--- src/rtl/gpio_irq_pkg.sv ---
package gpio_irq_pkg;
  localparam int NPORT = 3;
  localparam int AW    = 8;

  typedef enum logic [1:0] {PORT_A = 2'd0, PORT_B = 2'd1, PORT_F = 2'd2} port_id_e;

  // byte offsets of one port's registers
  typedef struct packed {
    logic [7:0] dat;
    logic [7:0] dir;
    logic [7:0] edg;
    logic [7:0] pol;
    logic [7:0] eoi;
    logic [7:0] en;
    logic [7:0] deb;
    logic [7:0] sts;
  } regmap_t;

  function automatic regmap_t port_map(port_id_e id);
    regmap_t m;
    case (id)
      PORT_A:  m = '{dat: 8'h00, dir: 8'h10, edg: 8'h90, pol: 8'h94,
                     eoi: 8'h98, en: 8'h9C, deb: 8'hA8, sts: 8'hA0};
      PORT_B:  m = '{dat: 8'h04, dir: 8'h14, edg: 8'hAC, pol: 8'hB0,
                     eoi: 8'hB4, en: 8'hB8, deb: 8'hC4, sts: 8'hBC};
      default: m = '{dat: 8'h30, dir: 8'h34, edg: 8'h4C, pol: 8'h50,
                     eoi: 8'h54, en: 8'h58, deb: 8'h64, sts: 8'h5C};
    endcase
    return m;
  endfunction
endpackage

--- src/rtl/gpio_sync2.sv ---
module gpio_sync2 #(
  parameter int W = 8
) (
  input  logic         clk,
  input  logic         rst_n,
  input  logic [W-1:0] d,
  output logic [W-1:0] q
);
  logic [W-1:0] meta_q;

  always_ff @(posedge clk or negedge rst_n) begin
    if (!rst_n) begin
      meta_q <= '0;
      q      <= '0;
    end else begin
      meta_q <= d;
      q      <= meta_q;
    end
  end
endmodule

--- src/rtl/gpio_debounce.sv ---
module gpio_debounce #(
  parameter int DB_CNT = 4
) (
  input  logic clk,
  input  logic rst_n,
  input  logic tick,
  input  logic flt_en,
  input  logic d,
  output logic q
);
  localparam int CW = (DB_CNT > 1) ? $clog2(DB_CNT) : 1;

  logic          q_d;
  logic [CW-1:0] cnt_q, cnt_d;

  always_comb begin
    q_d   = q;
    cnt_d = cnt_q;
    if (!flt_en) begin
      q_d   = d;
      cnt_d = '0;
    end else if (tick) begin
      if (d != q) begin
        if (cnt_q == CW'(DB_CNT - 1)) begin
          q_d   = d;
          cnt_d = '0;
        end else begin
          cnt_d = cnt_q + 1'b1;
        end
      end else begin
        cnt_d = '0;
      end
    end
  end

  always_ff @(posedge clk or negedge rst_n) begin
    if (!rst_n) begin
      q     <= 1'b0;
      cnt_q <= '0;
    end else begin
      q     <= q_d;
      cnt_q <= cnt_d;
    end
  end
endmodule

--- src/rtl/gpio_irq_port.sv ---
module gpio_irq_port
  import gpio_irq_pkg::*;
#(
  parameter int       PW     = 8,
  parameter int       DB_CNT = 4,
  parameter port_id_e PID    = PORT_A
) (
  input  logic          clk,
  input  logic          rst_n,
  input  logic          tick,
  input  logic [AW-1:0] addr,
  input  logic          wr_en,
  input  logic [PW-1:0] wr_data,
  input  logic [PW-1:0] pin_i,
  output logic [PW-1:0] pin_o,
  output logic [PW-1:0] pin_oe,
  output logic [PW-1:0] rd_o,
  output logic [PW-1:0] stat_o,
  output logic [PW-1:0] arm_o,
  output logic [PW-1:0] hit_o,
  output logic [PW-1:0] filt_o,
  output logic [PW-1:0] deb_o
);
  localparam regmap_t M = port_map(PID);

  logic [PW-1:0] dat_q, dir_q, edg_q, pol_q, en_q, deb_q, stk_q, prv_q;
  logic [PW-1:0] dat_d, dir_d, edg_d, pol_d, en_d, deb_d, stk_d, prv_d;
  logic [PW-1:0] syn, filt, eoi, arm, hit, lvl;

  gpio_sync2 #(.W(PW)) u_sync (.clk(clk), .rst_n(rst_n), .d(pin_i), .q(syn));

  for (genvar i = 0; i < PW; i++) begin : g_db
    gpio_debounce #(.DB_CNT(DB_CNT)) u_db (
      .clk(clk), .rst_n(rst_n), .tick(tick), .flt_en(deb_q[i]),
      .d(syn[i]), .q(filt[i])
    );
  end

  // next state
  always_comb begin
    dat_d = dat_q;
    dir_d = dir_q;
    edg_d = edg_q;
    pol_d = pol_q;
    en_d  = en_q;
    deb_d = deb_q;
    eoi   = '0;
    if (wr_en) begin
      case (addr)
        M.dat:   dat_d = wr_data;
        M.dir:   dir_d = wr_data;
        M.edg:   edg_d = wr_data;
        M.pol:   pol_d = wr_data;
        M.en:    en_d  = wr_data;
        M.deb:   deb_d = wr_data;
        M.eoi:   eoi   = wr_data;
        default: ;
      endcase
    end
    arm   = en_q & edg_q;
    hit   = arm & ((pol_q & filt & ~prv_q) | (~pol_q & ~filt & prv_q));
    // a new edge beats a same-cycle clear; leaving edge mode drops the flag
    stk_d = ((stk_q & ~eoi) | hit) & en_d & edg_d;
    prv_d = filt;
  end

  assign lvl    = en_q & ~edg_q & ~(filt ^ pol_q);
  assign stat_o = (stk_q & arm) | lvl;
  assign pin_o  = dat_q;
  assign pin_oe = dir_q;
  assign arm_o  = arm;
  assign hit_o  = hit;
  assign filt_o = filt;
  assign deb_o  = deb_q;

  always_comb begin
    rd_o = '0;
    case (addr)
      M.dat:   rd_o = (dir_q & dat_q) | (~dir_q & syn);
      M.dir:   rd_o = dir_q;
      M.edg:   rd_o = edg_q;
      M.pol:   rd_o = pol_q;
      M.en:    rd_o = en_q;
      M.deb:   rd_o = deb_q;
      M.sts:   rd_o = stat_o;
      default: rd_o = '0;
    endcase
  end

  always_ff @(posedge clk or negedge rst_n) begin
    if (!rst_n) begin
      dat_q <= '0;
      dir_q <= '0;
      edg_q <= '0;
      pol_q <= '0;
      en_q  <= '0;
      deb_q <= '0;
      stk_q <= '0;
      prv_q <= '0;
    end else begin
      dat_q <= dat_d;
      dir_q <= dir_d;
      edg_q <= edg_d;
      pol_q <= pol_d;
      en_q  <= en_d;
      deb_q <= deb_d;
      stk_q <= stk_d;
      prv_q <= prv_d;
    end
  end
endmodule

--- src/rtl/gpio_irq_ctrl.sv ---
module gpio_irq_ctrl
  import gpio_irq_pkg::*;
#(
  parameter int PW     = 8,
  parameter int DB_DIV = 16,
  parameter int DB_CNT = 4
) (
  input  logic          clk,
  input  logic          rst_n,
  input  logic [AW-1:0] addr,
  input  logic          wr_en,
  input  logic [PW-1:0] wr_data,
  output logic [PW-1:0] rd_data,
  input  logic [PW-1:0] pad_a_in,
  output logic [PW-1:0] pad_a_out,
  output logic [PW-1:0] pad_a_oe,
  input  logic [PW-1:0] pad_b_in,
  output logic [PW-1:0] pad_b_out,
  output logic [PW-1:0] pad_b_oe,
  input  logic [PW-1:0] pad_f_in,
  output logic [PW-1:0] pad_f_out,
  output logic [PW-1:0] pad_f_oe,
  output logic          irq_ab,
  output logic [PW-1:0] irq_f
);
  localparam int TW = (DB_DIV > 1) ? $clog2(DB_DIV) : 1;

  logic          rst_m, rst_i;
  logic [TW-1:0] div_q, div_d;
  logic          tick;

  logic [NPORT-1:0][PW-1:0] pin_in, pin_out, pin_oe, rd_v, stat_v, arm_v, hit_v, filt_v, deb_v;

  // reset: asserted at once, released after two clocks
  always_ff @(posedge clk or negedge rst_n) begin
    if (!rst_n) begin
      rst_m <= 1'b0;
      rst_i <= 1'b0;
    end else begin
      rst_m <= 1'b1;
      rst_i <= rst_m;
    end
  end

  // debounce sample tick
  assign tick  = (div_q == TW'(DB_DIV - 1));
  assign div_d = tick ? '0 : div_q + 1'b1;

  always_ff @(posedge clk or negedge rst_i) begin
    if (!rst_i) div_q <= '0;
    else        div_q <= div_d;
  end

  assign pin_in = {pad_f_in, pad_b_in, pad_a_in};

  for (genvar p = 0; p < NPORT; p++) begin : g_port
    gpio_irq_port #(.PW(PW), .DB_CNT(DB_CNT), .PID(port_id_e'(p))) u_port (
      .clk(clk), .rst_n(rst_i), .tick(tick),
      .addr(addr), .wr_en(wr_en), .wr_data(wr_data),
      .pin_i(pin_in[p]), .pin_o(pin_out[p]), .pin_oe(pin_oe[p]),
      .rd_o(rd_v[p]), .stat_o(stat_v[p]), .arm_o(arm_v[p]),
      .hit_o(hit_v[p]), .filt_o(filt_v[p]), .deb_o(deb_v[p])
    );
  end

  always_comb begin
    rd_data = '0;
    for (int p = 0; p < NPORT; p++) rd_data = rd_data | rd_v[p];
  end

  assign {pad_f_out, pad_b_out, pad_a_out} = pin_out;
  assign {pad_f_oe,  pad_b_oe,  pad_a_oe}  = pin_oe;
  assign irq_ab = |{stat_v[PORT_B], stat_v[PORT_A]};
  assign irq_f  = stat_v[PORT_F];
endmodule

--- config.mk ---
export PLATFORM = sky130hd
export DESIGN_NAME = gpio_irq_ctrl
export DESIGN_NICKNAME = d
export VERILOG_FILES = /design/src/rtl/gpio_irq_pkg.sv /design/src/rtl/gpio_sync2.sv /design/src/rtl/gpio_debounce.sv /design/src/rtl/gpio_irq_port.sv /design/src/rtl/gpio_irq_ctrl.sv
export SDC_FILE = /design/constraint.sdc
export NUM_CORES = 1
export LEC_CHECK = 0
export BUFFER_PORTS_ARGS = -buffer_cell sky130_fd_sc_hd__clkbuf_2
export CAP_MARGIN = 10
export CELL_PAD_IN_SITES_DETAIL_PLACEMENT = 1
export CELL_PAD_IN_SITES_GLOBAL_PLACEMENT = 1
export CORE_ASPECT_RATIO = 1.2
export CORE_MARGIN = 2
export CORE_UTILIZATION = 49
export CTS_CLUSTER_SIZE = 10
export DETAILED_ROUTE_END_ITERATION = 6
export PLACE_DENSITY_LB_ADDON = 0.1
export SLEW_MARGIN = 20
export SYNTH_ARGS = -nofsm -noshare
export SYNTH_HDL_FRONTEND = slang
export SYNTH_SLANG_ARGS = --single-unit
--- constraint.sdc ---
create_clock -name clk -period 13.7 [get_ports clk]
set_input_delay 2.74 -clock clk [delete_from_list [all_inputs] [get_ports clk]]
set_output_delay 2.74 -clock clk [all_outputs]
set_load 0.03 [all_outputs]
==> results.cfg, run 1 <==
[yosys]
synth_fa_ha_area_share_pct = 5.82
synth.distinct_cells = 73
synth-compound-area-share_pct = 11.1
synth-edff-count = 0
synthFlopType = dfrtp_1
netlist_area_um2 = 15700
synth_xor_area_share_pct = 1.40
ys_warn_count = 0
synthTopCellsByCount = dfrtp_1, mux2_2, nand2_1
synth_top_area_share_pct = 50.7
syn_nets = 1527
async_flop_share_pct = 100
synthMuxAreaShare_pct = 13.9
seq_area_frac_synth_pct = 50.7
synth.area.top_cells = dfrtp_1, mux2_2, ha_1, a22oi_1, nand2_1
synthCells = 1411
synth_top_area_cell = dfrtp_1
synth_top_family_by_area = multiplexers
ys_ff_latch = 318
yosysMostFrequentCell = dfrtp_1
synth-simple-area-share_pct = 13.7
avgSynthCellArea_um2 = 11.1

[floorplan]
num_rows = 71
die_x_um = 167
core_um2 = 31400
initial_core_util_pct = 49.9
ios = 108
dieArea_um2 = 33500
die_y_um = 200

[cells_and_area]
seqCellArea_um2 = 7960
fillers = 3384
nets = 1621
layout-drive-gt1-share_pct = 23.3
multi_input_area_um2 = 7240
finalInstanceArea_um2 = 17600
diodes = 0
syn_to_final_growth_pct = 12.3

[worst_setup_path]
crit_chain = clkbuf_2 > nor2_1 > and4_1 > a32o_1 > a2111oi_0 > o2111ai_1 > clkbuf_2
critical_path_class = primary input to output port
setup.worst_path.start_class = primary input
cp-end-kind = output port
reg2reg_to = g_port[1].u_port.g_db[5].u_db.q
cpPeakStageDelay_ns = 0.75
cp.required_ns = 10.96
crit_top_cell = clkbuf_2
cp.depth = 7
timing.rr.start = rst_i
slowest_stage = clkbuf_2
r2r_slack_ns = 11.07
path_buf_inv = 2
cp_top_family = buffers and inverters
cp_max_fo = 44
rr_worst_depth = 2
arrival_ns = 5.72

[power]
power_mw = 2.10
clockPowerShare_pct = 42.8
p_int_mw = 1.56
p_sw_share_pct = 25.5
netSwitchingPower_mw = 0.537
p_comb_share_pct = 8.3
peakVddDrop_uv = 104
p_per_area_nw_per_um2 = 119
seq_power_share_pct = 48.9
leakage_nw = 8.18

[cts]
cts_buffer_depth = 3
clk_latency_ns = 0.54
numCtsBuffers = 38
cts.sinks = 318
cts_max_level = 2
hold_buffers = 0
ctsResizeCount = 0
cts_root_buffer = clkbuf_16
clk_pin_slew_ns = 0.05
cts_tree = built
cts_setup_buffers = 0

[detailed_routing]
vias = 11800
wl_per_cell_um = 26.7
drtAntennaViolNets = 0
dr.pass1.iters = 7
drtIter0Drc = 800
viasPerCell = 6.18
drc = 8
drt_wl_total_um = 51200

[sta]
finalCriticalPeriod_ns = 8.46
slew_viol_final = 0
rsz0062_at_grt = false
finalClockSkew_ns = 0.0132
finalCritPeriodShare_pct = 61.8
fmax_mhz = 118
worst_pin_slew_ns = 1.08
hold_ws_ns = 0.333
hold_viol = 0
maxSlewHeadroom_pct = 27.4
tns_ns = 0
setup_viol = 0

[grt]
track_usage_pct = 31.2
grt_overflow = 0
grt_start_max_net_pins = 77
grt_pass1_vias = 12400
antenna_found_initial = 0
grt_pass1_wl_um = 78500

[run]
cap_violations = 0

[status]
status = finished with violations
failed_checks = design-rule violations

[placement]
dpl_cell_area_um2 = 16600
numPortBuffers = 107
hpwl_um = 36900
gp_congestion = 0.962

[hold_path]
min_path_type = flip-flop to async pin
## per-stage QoR
step	setup WS, ns	std cells	util (%)
floorplan	4.18	1411	-
global placement	5.31	1866	52.6
detailed placement	5.24	1866	52.6
CTS	5.24	1914	56.0
global route	5.13	1914	56.0
finish	5.24	1914	56.0
## cells in the final DEF, fill, tap and decap left out, types with 9 or more instances in the layout
cell type / n
mux2_2: 170
nand3_1: 42
nand4_1: 9
clkbuf_2: 107
buf_4: 14
o22ai_1: 12
and2_1: 21
nor2_1: 107
a31oi_1: 16
o21ai_0: 63
a21oi_1: 10
xnor2_1: 24
mux2i_1: 26
a22oi_1: 71
nor2b_1: 53
dfrtp_1: 317
nand2_1: 128
clkbuf_16: 39
inv_1: 60
a32oi_1: 19
ha_1: 73
## final cells by class
class                           instances  share of cell area (%)
Clock buffer                           45                    5.67
Multi-Input combinational cell        965                    41.1
Tap cell                              401                    2.85
Clock inverter                          3                   0.249
Timing Repair Buffer                  121                    3.64
Inverter                               61                    1.30
Sequential cell                       318                    45.2
## worst register-to-register path, stage by stage, from the launching register on
cell,delay [ns]
dfrtp_4,0.80
buf_4,0.81
buf_4,0.95
## power groups by stage
stage,logic [mW],registers [mW],clock network (mW)
after floorplan,0.0928,1.05,0
after global placement,0.168,1.04,0
after detailed placement,0.173,1.04,0
after CTS,0.175,1.03,0.920
after global routing,0.191,1.03,0.953
final,0.175,1.03,0.899
## cell families after synthesis
logic type               after synthesis
AND/OR/NAND/NOR                      421
flip-flops                           318
AO/OA/AOI/OAI                        249
multiplexers                         196
buffers and inverters                128
adder cells (fa/ha/maj)               73
XOR/XNOR                              25
other                                  1
## worst max path at each step
stage                        from          to  slack (ns)
after global routing      addr[5]  rd_data[4]        5.13
after CTS                 addr[2]  rd_data[2]        5.24
after detailed placement  addr[2]  rd_data[2]        5.24
after global placement    addr[2]  rd_data[2]        5.31
final                     addr[5]  rd_data[4]        5.24
after floorplan             rst_i    div_q[0]        4.18
## registers in the layout, indices dropped and copies added, names as in the netlist
register	count
div_q	4
rst_m	1
g_port.u_port.deb_o	24
g_port.u_port.g_db.u_db.q	24
g_port.u_port.g_db.u_db.cnt_q	48
rst_i	1
g_port.u_port.u_sync.meta_q	24
g_port.u_port.edg_q	24
g_port.u_port.stk_q	24
g_port.u_port.pin_o	24
g_port.u_port.pin_oe	24
g_port.u_port.prv_q	24
g_port.u_port.pol_q	24
g_port.u_port.u_sync.q	24
g_port.u_port.en_q	24
## metal layers
layer / vias up / track usage (%) / wire length [µm]
met5: - / 0 / 0
met4: 0 / 9.63 / 1610
met3: 81 / 4.12 / 2790
met2: 360 / 52.5 / 24400
met1: 6157 / 42.6 / 22300
li1: 5222 / - / -
No activity file was read; power rests on OpenSTA's default activity.
==> inputs of run 2 (changes only) <==
clock period = 8.6 ns   (was 13.7 ns; I/O delays follow)
==> results.cfg, run 2 (same netlist as run 1, synthesis figures left out) <==
[cts]
cts_setup_buffers = 0
cts_buffer_depth = 3
clk_latency_ns = 0.54
clk_pin_slew_ns = 0.06
cts.sinks = 318
cts_tree = built
hold_buffers = 0
cts_max_level = 2
numCtsBuffers = 38
cts_root_buffer = clkbuf_16
ctsResizeCount = 0

[sta]
finalCriticalPeriod_ns = 6.19
hold_viol = 0
setup_viol = 0
finalClockSkew_ns = 0.0125
finalCritPeriodShare_pct = 72.0
slew_viol_final = 0
tns_ns = 0
maxSlewHeadroom_pct = 26.6
rsz0062_at_grt = false
worst_pin_slew_ns = 1.09
fmax_mhz = 161

[detailed_routing]
drc = 8
vias = 11800
viasPerCell = 6.18
drtAntennaViolNets = 0
dr.pass1.iters = 7
drtIter0Drc = 952
wl_per_cell_um = 26.9
drt_wl_total_um = 51500

[floorplan]
core_um2 = 31400
initial_core_util_pct = 49.9
dieArea_um2 = 33500
die_y_um = 200
num_rows = 71
die_x_um = 167
ios = 108

[cells_and_area]
diodes = 0
multi_input_area_um2 = 7230
fillers = 3335
seqCellArea_um2 = 7960
regMostFlops = g_port.u_port.g_db.u_db.cnt_q
largest_reg_flops = 48
nets = 1621
layout-drive-gt1-share_pct = 23.4
final_cell_mix = dfrtp_1, mux2_2, nand2_1, nor2_1, clkbuf_2
syn_to_final_growth_pct = 12.3
final_common_cell = dfrtp_1

[placement]
gp_congestion = 0.962
numPortBuffers = 107
hpwl_um = 36400

[grt]
grt_pass1_vias = 12400
antenna_found_initial = 2
grt_start_max_net_pins = 175
use_met2_pct = 52.9
grt_use_met1_pct = 42.1
gr-max-usage-layer = met2
grt_pass1_wl_um = 78100
grt_overflow = 0
track_usage_pct = 31.3
use_met3_pct = 4.51

[worst_setup_path]
rr_worst_depth = 2
critical_path_class = primary input to output port
reg2reg_to = g_port[1].u_port.g_db[3].u_db.cnt_q[0]
cp.required_ns = 6.88
cp_max_fo = 44
arrival_ns = 4.47
r2r_slack_ns = 6.48
cp-end-kind = output port
timing.rr.start = rst_i
setup.worst_path.start_class = primary input

[power]
p_sw_share_pct = 26.0
netSwitchingPower_mw = 0.864
leakage_nw = 8.18
clockPowerShare_pct = 42.3
p_per_area_nw_per_um2 = 189
seq_power_share_pct = 49.2
p_comb_share_pct = 8.5
p_int_mw = 2.46
power_mw = 3.32
peakVddDrop_uv = 152

[status]
failed_checks = design-rule violations
status = finished with violations

[run]
cap_violations = 0

[hold_path]
min_path_type = flip-flop to async pin
-- run 2: final cells by class --
cell class	count	area share (%)
Clock buffer	44	5.59
Multi-Input combinational cell	965	41.1
Inverter	61	1.30
Tap cell	401	2.85
Sequential cell	318	45.2
Timing Repair Buffer	121	3.71
Clock inverter	5	0.249
-- run 2: worst max-delay path, cell delays in order --
cell and delay [ns]:
clkbuf_2 0.55, and4b_1 0.72, nand2_1 0.21, o221ai_1 0.17, a2111oi_0 0.50, o2111ai_1 0.32, clkbuf_2 0.26
-- run 2: worst max-delay path by stage --
stage	to	cells after the start	startpoint	slack, ns
6_report	rd_data[4]	7	addr[5]	2.41
2_1_floorplan	rd_data[2]	7	addr[0]	3.38
3_5_place_dp	rd_data[2]	7	addr[2]	2.53
4_1_cts	rd_data[4]	7	addr[5]	2.49
5_1_grt	rd_data[6]	7	addr[5]	2.34
3_3_place_gp	rd_data[2]	7	addr[2]	2.16
-- run 2: through the flow --
step / setup slack, ns / cells / cell area [µm²] / util [%] / hold slack [ns]
floorplan: 3.38 / 1411 / 15700 / - / 0.331
global placement: 2.16 / 1866 / 16600 / 52.7 / 0.239
detailed placement: 2.53 / 1866 / 16600 / 52.7 / 0.238
CTS: 2.49 / 1915 / 17600 / 56.0 / 0.242
global route: 2.34 / 1915 / 17600 / 56.0 / 0.260
finish: 2.41 / 1915 / 17600 / 56.0 / 0.229
-- run 2: power by group through the flow --
stage	registers (mW)	clock network, mW	logic [mW]
2_1_floorplan	1.67	0	0.148
3_3_place_gp	1.66	0	0.271
3_5_place_dp	1.66	0	0.278
4_1_cts	1.63	1.43	0.282
5_1_grt	1.64	1.48	0.306
6_report	1.63	1.41	0.281
-- run 2: routing by layer --
metal / routed length [µm] / part of all wire (%)
met1: 22700 / 44
met2: 24600 / 48
met3: 2550 / 5.0
met4: 1590 / 3.1
met5: 23 / 0.045
